**src/rtl/mmio_irq_pkg.sv**
```systemverilog
package mmio_irq_pkg;
  localparam logic [7:0] OFS_ID      = 8'h00;
  localparam logic [7:0] OFS_SCRATCH = 8'h04;
  localparam logic [7:0] OFS_STATUS  = 8'h20;
  localparam logic [7:0] OFS_PEND    = 8'h24;
  localparam logic [7:0] OFS_SET     = 8'h60;
  localparam logic [7:0] OFS_CLR     = 8'h64;
  localparam logic [7:0] OFS_EXT     = 8'h80;

  localparam logic [31:0] ID_WORD = 32'h0100_00ED;

  localparam int unsigned BIT_BUSY = 0;
  localparam int unsigned BIT_EN   = 7;
  localparam int unsigned BIT_FACT = 0;
  localparam int unsigned BIT_DMA  = 8;

  typedef struct packed {
    logic id;
    logic scratch;
    logic status;
    logic pend;
    logic set;
    logic clr;
    logic ext;
  } sel_t;
endpackage

```
**src/rtl/mmio_decode.sv**
```systemverilog
module mmio_decode
  import mmio_irq_pkg::*;
#(
  parameter int unsigned ADDR_W = 20,
  parameter int unsigned SIZE_W = 4
) (
  input  logic [ADDR_W-1:0] addr_i,
  input  logic [SIZE_W-1:0] size_i,
  input  logic              rd_i,
  input  logic              wr_i,
  output sel_t              rd_sel_o,
  output logic              rd_size_ok_o,
  output sel_t              wr_sel_o
);
  localparam logic [ADDR_W-1:0] EXT_BASE = ADDR_W'(OFS_EXT);

  sel_t hit;
  logic is_ext, size4, size8, wr_ok;

  function automatic logic at(input logic [ADDR_W-1:0] a, input logic [7:0] ofs);
    return a == ADDR_W'(ofs);
  endfunction

  always_comb begin
    is_ext      = addr_i >= EXT_BASE;
    size4       = size_i == SIZE_W'(4);
    size8       = size_i == SIZE_W'(8);
    hit.id      = at(addr_i, OFS_ID);
    hit.scratch = at(addr_i, OFS_SCRATCH);
    hit.status  = at(addr_i, OFS_STATUS);
    hit.pend    = at(addr_i, OFS_PEND);
    hit.set     = at(addr_i, OFS_SET);
    hit.clr     = at(addr_i, OFS_CLR);
    hit.ext     = is_ext;
    // high window takes 8-byte writes too
    wr_ok       = wr_i && (is_ext ? (size4 || size8) : size4);
    wr_sel_o    = wr_ok ? hit : '0;
    rd_sel_o    = rd_i ? hit : '0;
    rd_size_ok_o = size4;
  end
endmodule

```
**src/rtl/irq_pending.sv**
```systemverilog
module irq_pending #(
  parameter int unsigned IRQ_W = 32
) (
  input  logic             clk_i,
  input  logic             rst_ni,
  input  logic [IRQ_W-1:0] sw_set_i,
  input  logic [IRQ_W-1:0] sw_clr_i,
  input  logic [IRQ_W-1:0] hw_set_i,
  output logic [IRQ_W-1:0] pend_o,
  output logic             irq_o
);
  logic [IRQ_W-1:0] pend_d;

  for (genvar b = 0; b < IRQ_W; b++) begin : g_bit
    // raise wins over clear
    assign pend_d[b] = hw_set_i[b] | sw_set_i[b] | (pend_o[b] & ~sw_clr_i[b]);
    always_ff @(posedge clk_i or negedge rst_ni) begin
      if (!rst_ni) pend_o[b] <= 1'b0;
      else         pend_o[b] <= pend_d[b];
    end
  end

  always_ff @(posedge clk_i or negedge rst_ni) begin
    if (!rst_ni) irq_o <= 1'b0;
    else         irq_o <= |pend_d;
  end
endmodule

```
**src/rtl/mmio_irq_unit.sv**
```systemverilog
module mmio_irq_unit
  import mmio_irq_pkg::*;
#(
  parameter int unsigned ADDR_W = 20,
  parameter int unsigned BUS_W  = 64,
  parameter int unsigned REG_W  = 32,
  parameter int unsigned SIZE_W = 4
) (
  input  logic              clk_i,
  input  logic              rst_ni,
  input  logic [ADDR_W-1:0] addr_i,
  input  logic [BUS_W-1:0]  wdata_i,
  input  logic [SIZE_W-1:0] size_i,
  input  logic              rd_i,
  input  logic              wr_i,
  output logic [REG_W-1:0]  rdata_o,
  input  logic              fact_busy_i,
  input  logic              fact_done_i,
  input  logic              dma_done_i,
  output logic              ext_wr_o,
  output logic [ADDR_W-1:0] ext_addr_o,
  output logic [BUS_W-1:0]  ext_wdata_o,
  input  logic [REG_W-1:0]  ext_rdata_i,
  output logic              irq_o
);
  sel_t rd_sel, wr_sel;
  logic rd_size_ok;
  logic [REG_W-1:0] wdat, scratch_q, pend_q, status_w, hw_set, sw_set, sw_clr;
  logic en_q;

  assign wdat = wdata_i[REG_W-1:0];

  mmio_decode #(.ADDR_W(ADDR_W), .SIZE_W(SIZE_W)) u_dec (
    .addr_i      (addr_i),
    .size_i      (size_i),
    .rd_i        (rd_i),
    .wr_i        (wr_i),
    .rd_sel_o    (rd_sel),
    .rd_size_ok_o(rd_size_ok),
    .wr_sel_o    (wr_sel)
  );

  always_ff @(posedge clk_i or negedge rst_ni) begin
    if (!rst_ni) begin
      scratch_q <= '0;
      en_q      <= 1'b0;
    end else begin
      if (wr_sel.scratch) scratch_q <= ~wdat;
      if (wr_sel.status)  en_q      <= wdat[BIT_EN];
    end
  end

  always_comb begin
    hw_set           = '0;
    hw_set[BIT_FACT] = fact_done_i & en_q;
    hw_set[BIT_DMA]  = dma_done_i;
    sw_set           = wr_sel.set ? wdat : '0;
    sw_clr           = wr_sel.clr ? wdat : '0;
    status_w           = '0;
    status_w[BIT_BUSY] = fact_busy_i;
    status_w[BIT_EN]   = en_q;
  end

  irq_pending #(.IRQ_W(REG_W)) u_pend (
    .clk_i   (clk_i),
    .rst_ni  (rst_ni),
    .sw_set_i(sw_set),
    .sw_clr_i(sw_clr),
    .hw_set_i(hw_set),
    .pend_o  (pend_q),
    .irq_o   (irq_o)
  );

  assign ext_wr_o    = wr_sel.ext;
  assign ext_addr_o  = addr_i;
  assign ext_wdata_o = wdata_i;

  always_comb begin
    rdata_o = '0;
    if (rd_i) begin
      if (!rd_size_ok)        rdata_o = '1;
      else if (rd_sel.ext)     rdata_o = ext_rdata_i;
      else if (rd_sel.id)      rdata_o = ID_WORD;
      else if (rd_sel.scratch) rdata_o = scratch_q;
      else if (rd_sel.status)  rdata_o = status_w;
      else if (rd_sel.pend)    rdata_o = pend_q;
    end
  end
endmodule

```
**config.mk**
```make
export PLATFORM = sky130hd
export DESIGN_NAME = mmio_irq_unit
export DESIGN_NICKNAME = d
export VERILOG_FILES = /design/src/rtl/mmio_irq_pkg.sv /design/src/rtl/mmio_decode.sv /design/src/rtl/irq_pending.sv /design/src/rtl/mmio_irq_unit.sv
export SDC_FILE = /design/constraint.sdc
export NUM_CORES = 1
export LEC_CHECK = 0
export CAP_MARGIN = 20
export CORE_AREA = 3 3 94 96
export CTS_BUF_LIST = sky130_fd_sc_hd__clkbuf_4 sky130_fd_sc_hd__clkbuf_8
export DETAILED_ROUTE_END_ITERATION = 6
export DIE_AREA = 0 0 97 99
export DONT_BUFFER_PORTS = 1
export PLACE_DENSITY = 0.66
export SETUP_SLACK_MARGIN = 0.1
export SYNTH_ARGS = -nofsm -noshare
export SYNTH_HDL_FRONTEND = slang
export SYNTH_SLANG_ARGS = --single-unit
```
**constraint.sdc**
```tcl
create_clock -name clk_i -period 4.28 [get_ports clk_i]
set_clock_uncertainty 0.2 [all_clocks]
set_input_delay 0.214 -clock clk_i [delete_from_list [all_inputs] [get_ports clk_i]]
set_output_delay 0.214 -clock clk_i [all_outputs]
set_load 0.01 [all_outputs]
```
Word-level counts from Yosys, hierarchy flattened
Cells that the tools add are included.
{ "op_classes": {"order_cmp": 1, "eq_ne": 7, "muxes": 12, "n_bitwise": 100, "reduce_logical": 4} }
{ "ops": {"columns": ["op", "n"], "rows": [
  ["$mux 32", 9],
  ["$eq 20x6->1 const B", 2],
  ["$eq 20x7->1 const B", 2],
  ["$or 1x1->1", 34],
  ["$and 1x1->1", 33],
  ["$not 1->1", 32],
  ["$not 32->32", 1],
  ["$reduce_or 32->1", 1],
  ["$eq 20x3->1 const B", 1],
  ["$ge 20x8->1 const B", 1],
  ["$logic_not 20->1", 1],
  ["$mux 7", 1],
  ["$mux 6", 1],
  ["$eq 4x3->1 const B", 1],
  ["$eq 4x4->1 const B", 1],
  ["$logic_and 1x1->1", 1],
  ["$logic_or 1x1->1", 1],
  ["$mux 1", 1]
]} }
{ "totals": {"ff_bits": 66, "output_inout_bits": 118, "wordCells": 159} }

Depth between registers and ports, before layout
{ "depth": {"ltp_word": 10, "ltp_mapped": 10, "ltp_nobuf": 7} }

Cells and area by module
From an unflattened synthesis, not the netlist that was laid out.
{ "unflattened": {"cells_unflattened": 602, "area_unflattened_um2": 4917.2} }
{ "by_module_without_submodules": {"columns": ["mod", "instances", "cells_per_inst", "area_per_inst_um2", "seq_area_each_um2"], "rows": [
  ["mmio_irq_unit", 1, 413, 3181.8, 825.8],
  ["irq_pending", 1, 150, 1435.1, 825.8],
  ["mmio_decode", 1, 39, 300.3, 0.0]
]} }

Least setup slack after synthesis
No wires, ideal clock.
{ "synth_path": {"path_type": "in2reg", "start": "input size_i[1]", "end": "register u_pend.irq_o", "t_arrival_ns": 2.293, "required_ns": 3.942, "setup_slack_ns": 1.649, "cell_stages": 8, "path_cell_list": "or4b_4 > nor2_8 > and3_1 > buf_4 > nand2_2 > mux2_4 > a211o_1 > or4_1"} }
{ "synth_via": {"elab_chain_cells": 10, "elab_cells_between_ends": 107} }
{ "synth_lines": {"columns": ["item", "line", "source"], "rows": [
  ["start, declared", "mmio_irq_unit.sv:13", "input logic [SIZE_W-1:0] size_i,"],
  ["$eq 4x3->1 / $eq 4x4->1 (equally long branches)", "mmio_decode.sv:26, mmio_decode.sv:27", null],
  ["$logic_or 1x1->1", "mmio_decode.sv:36", "wr_ok = wr_i && (is_ext ? (size4 || size8) : size4);"],
  ["$mux 1 *", "mmio_decode.sv:36", null],
  ["$logic_and 1x1->1 *", "mmio_decode.sv:36", null],
  ["$mux 6 *", "mmio_decode.sv:37", "wr_sel_o = wr_ok ? hit : '0;"],
  ["$mux 32", "mmio_irq_unit.sv:58", "sw_clr = wr_sel.clr ? wdat : '0;"],
  ["$not 1->1", "irq_pending.sv:16", "assign pend_d[b] = hw_set_i[b] | sw_set_i[b] | (pend_o[b] & ~sw_clr_i[b]);"],
  ["$and 1x1->1", "irq_pending.sv:16", null],
  ["$or 1x1->1 *", "irq_pending.sv:16", null],
  ["named net u_pend.pend_d[31]", "irq_pending.sv:12", "logic [IRQ_W-1:0] pend_d;"],
  ["$reduce_or 32->1 *", "irq_pending.sv:25", "else irq_o <= |pend_d;"],
  ["end signal, assigned", "irq_pending.sv:25", null],
  ["end, declared", "irq_pending.sv:10", "output logic irq_o"]
]} }
The timed path passes the listed nets; every way through them passes the cells marked *.
A chain may end at the register's enable or synchronous reset.

Final worst setup path
{ "layout_path": {"start": "input addr_i[18]", "end": "output rdata_o[11]"} }
{ "layout_via": {"elab_chain_cells": 9, "elab_cells_between_ends": 13} }
{ "layout_lines": {"columns": ["item", "line", "source"], "rows": [
  ["start, declared", "mmio_irq_unit.sv:11", "input logic [ADDR_W-1:0] addr_i,"],
  ["branches (longest 1 deep; another with $ge 20x8->1)", null, null],
  ["$mux 7 *", "mmio_decode.sv:38", "rd_sel_o = rd_i ? hit : '0;"],
  ["$mux 32", "mmio_irq_unit.sv:86", "else if (rd_sel.pend) rdata_o = pend_q;"],
  ["$mux 32", "mmio_irq_unit.sv:85", "else if (rd_sel.status) rdata_o = status_w;"],
  ["$mux 32", "mmio_irq_unit.sv:84", "else if (rd_sel.scratch) rdata_o = scratch_q;"],
  ["$mux 32", "mmio_irq_unit.sv:83", "else if (rd_sel.id) rdata_o = ID_WORD;"],
  ["$mux 32 *", "mmio_irq_unit.sv:82", "else if (rd_sel.ext) rdata_o = ext_rdata_i;"],
  ["$mux 32 *", "mmio_irq_unit.sv:81", "if (!rd_size_ok) rdata_o = '1;"],
  ["$mux 32 *", "mmio_irq_unit.sv:80", "if (rd_i) begin"],
  ["end, declared", "mmio_irq_unit.sv:16", "output logic [REG_W-1:0] rdata_o,"]
]} }
Every way passes the cells marked *.

==> key figures <==
Critical path
  – CP max FO: 18
  – R2R setup slack: 2.14 ns
  – Worst-path cell chain: nor4_1 -> nand4_1 -> nor3_1 -> nand2_1 -> nor2_2 -> buf_4 -> a221oi_1 -> a21oi_1
  – Reg-to-Reg Start: u_pend.pend_o[28]
  – CP endpoint kind: primary output
  – Worst path buffer plus inverter count: 1
  – Slowest-stage cell, CP: nor2_2
  – WP data required: 3.87 ns
  – Worst reg2reg endpoint: u_pend.irq_o
  – Worst Reg-to-Reg Cells: 6
  – Crit Path Category: in -> out
  – Delay of the slowest critical-path stage: 0.57 ns
  – Worst path top cell family by delay: simple AND/OR/NAND/NOR gates
  – CP startpoint kind: primary input
  – WP data arrival: 2.86 ns

Hold path
  – Worst min-delay path class: in -> reg
  – Min-Delay Endpoint: u_pend.pend_o[31]
  – Min-Delay Startpoint: addr_i[2]
  – Worst Hold Depth: 2

Floorplan
  – Initial core utilization: 0.540
  – Chip Width: 97 um
  – Core ar.: 0.00813 mm2
  – # IOs: 245
  – Die ar.: 0.00960 mm2
  – Die Ht: 99 um
  – Row cnt: 33

Finish
  – Ant diodes: 0
  – Area of the multi-input gates: 0.00191 mm2
  – Area delta synth->final: 1.91%
  – Final nets: 602
  – Final Core Density: 0.550
  – Storage element area: 0.00165 mm2
  – Filler cells: 775
  – Layout cells sized above 1: 0.0771
  – Non-filler cells, final: 585

Global routing
  – Vias in the first global route: 3840
  – Grt ovf: 0
  – Initial antenna violation count: 0
  – Gr usage total: 0.273
  – First-pass GRT wire length: 20900 um
  – Pin count of the biggest net entering global routing: 67

Pwr
  – Worst vdd ir: 0.000146 V
  – Pwr Total: 1.34 mW
  – Pwr per Cell Area: 300 mW/mm2
  – Leakage Power: 1.88 nW

Place
  – Final RePlAce weighted congestion: 0.835
  – Post-DP HPWL: 8790 um
  – # placed instances: 531
  – Port buffer count: 0

CTS
  – Clock Sink Count: 66
  – CTS HTree Levels: 3
  – Worst-skew pair later-pin latency: 0.34 ns
  – Clock buffer count from CTS: 9
  – Clk root buf: clkbuf_8
  – Max Buffers Root-to-Sink: 2
  – CTS tree: done
  – Post-CTS Resized: 0
  – Clk slew on worst S/H paths: 0.07 ns

Timing
  – Fmax: 0.305 GHz
  – RSZ-0062 raised after global routing: no
  – Final setup viols: 0
  – Fin. Hold Viols: 0
  – Total negative setup slack: 0 ns
  – Min Hold Slack: 0.0157 ns
  – Slew headroom: 0.360
  – Actual slew at the worst max-slew pin: 0.960 ns
  – Post-layout minimum cycle time: 3.28 ns
  – Period utilization: 0.766
  – Slew Limit Fails: 0

Outcome
  – Status: finished, final reports clean

Logic synthesis
  – Average size of a mapped cell: 8.27 um2
  – Syn nets: 658
  – Yosys warns: 0
  – Seq/Total Area, Yosys: 0.376
  – Post-synth EDFFs: 0
  – Post-Syn Area: 0.00439 mm2
  – FF+latch count, synth: 66
  – Ys async rst share: 1.00
  – Main synth FF type: dfrtp_1
  – Mapped Cells: 531
  – Yosys cell types: 47

Route
  – DR WL/cell: 22.1 um
  – Via Count: 3756
  – Drt drc: 0
  – Number of vias per cell: 6.42
  – DRT iter0 DRCs: 215
  – 1st-pass router iterations: 5
  – DRT Wirelength: 12900 um
  – DRT antenna net count: 0

Run
  – Max Cap Viol: 0
## state kept, by name, summed over array words and instances, names as in the netlist
name	count
scratch_q	32
en_q	1
u_pend.irq_o	1
u_pend.pend_o	32
## worst max path at each step
| stage | slack, ns | startpoint | end | cells after the start |
|---|---|---|---|---|
| floorplan | 1.65 | size_i[1] | u_pend.irq_o | 8 |
| CTS | 1.04 | addr_i[18] | rdata_o[11] | 8 |
| finish | 1.00 | addr_i[18] | rdata_o[11] | 8 |
| detailed placement | 1.06 | addr_i[18] | rdata_o[11] | 8 |
| global placement | 1.19 | addr_i[18] | rdata_o[11] | 8 |
| global route | 0.78 | addr_i[18] | rdata_o[11] | 8 |
## cells in the mapped netlist (2+ instances only)
library cell / n / area share
a221o_1: 2 / 0.0046
mux2i_1: 2 / 0.0046
inv_1: 23 / 0.020
clkbuf_1: 24 / 0.021
nor3_1: 6 / 0.0068
buf_1: 3 / 0.0026
o21ai_1: 2 / 0.0023
nor2_1: 16 / 0.014
and4_1: 2 / 0.0040
a22oi_1: 3 / 0.0051
a31oi_1: 6 / 0.0086
a222oi_1: 5 / 0.011
o2111ai_1: 2 / 0.0040
a22o_1: 23 / 0.046
nand2b_1: 2 / 0.0029
buf_2: 2 / 0.0023
a211oi_1: 2 / 0.0034
nand4_1: 6 / 0.0086
a211o_1: 2 / 0.0040
and3_1: 4 / 0.0057
buf_4: 85 / 0.15
o21ai_0: 57 / 0.065
a21oi_1: 32 / 0.036
nand2_1: 91 / 0.078
or3_1: 2 / 0.0029
a21o_1: 5 / 0.0086
nor4_1: 9 / 0.013
dfrtp_1: 66 / 0.38
a221oi_1: 25 / 0.050
nand3_1: 5 / 0.0057
## kinds of logic (layout without fill, tap and decap cells)
family,after synthesis,in the layout,share of synthesized area
AOI/OAI and AO/OA,170,170,0.256
and+or+nand+nor,153,153,0.164
muxes,4,4,0.0105
xor gates and xnor gates,1,1,0.00200
DFF,66,66,0.376
buffers and inverters,137,86,0.190
## area by class of cell
| class | instances | share of cell area |
|---|---|---|
| Multi-Input combinational cell | 328 | 0.428 |
| Tap cell | 105 | 0.0294 |
| Inverter | 23 | 0.0193 |
| Sequential cell | 66 | 0.369 |
| Clock inverter | 5 | 0.0193 |
| Timing Repair Buffer | 47 | 0.104 |
| Clock buffer | 11 | 0.0310 |
## cell usage in the layout (no fill, tap or decap), drive strengths merged, types with 5 or more instances in the layout
| master | Yosys | final |
|---|---|---|
| a21o | 5 | 5 |
| o21ai | 59 | 59 |
| dfrtp | 66 | 66 |
| nor3 | 7 | 7 |
| a222oi | 5 | 5 |
| nor4 | 9 | 9 |
| nor2 | 17 | 17 |
| nand3 | 5 | 5 |
| buf | 90 | 10 |
| nand4 | 6 | 6 |
| a21oi | 32 | 32 |
| clkbuf | 24 | 11 |
| nand2 | 92 | 92 |
| a22o | 23 | 23 |
| dlygate4sd3 | 0 | 37 |
| a221oi | 25 | 25 |
| inv | 23 | 25 |
| a31oi | 6 | 6 |
## per-stage QoR
stage          setup WS (ns)  area, um2
6_report                1.00       4470
5_1_grt                0.776       4470
4_1_cts                 1.04       4470
3_5_place_dp            1.06       3850
3_3_place_gp            1.19       3850
2_1_floorplan           1.65       4390
## layer usage
layer / vias to the layer above / GRT usage / routed length [um]
li1: 1716 / - / -
met1: 1799 / 0.359 / 5400
met2: 208 / 0.433 / 6080
met3: 33 / 0.0786 / 1150
met4: 0 / 0.0950 / 260
met5: - / 0 / 0
## repair_timing
item                                    in CTS  in global routing
hold endpoints to repair                   132                  0
hold buffers                                38                  0
endpoints found under the setup margin       0                  0
buffers inserted                             0                  0
## report_power, final
part,internal [mW],switching [mW]
registers,0.623,0.000000958
clock network,0.347,0.257
logic,0.0432,0.0694
total,1.01,0.327
No activity file was read; power rests on OpenSTA's default activity.
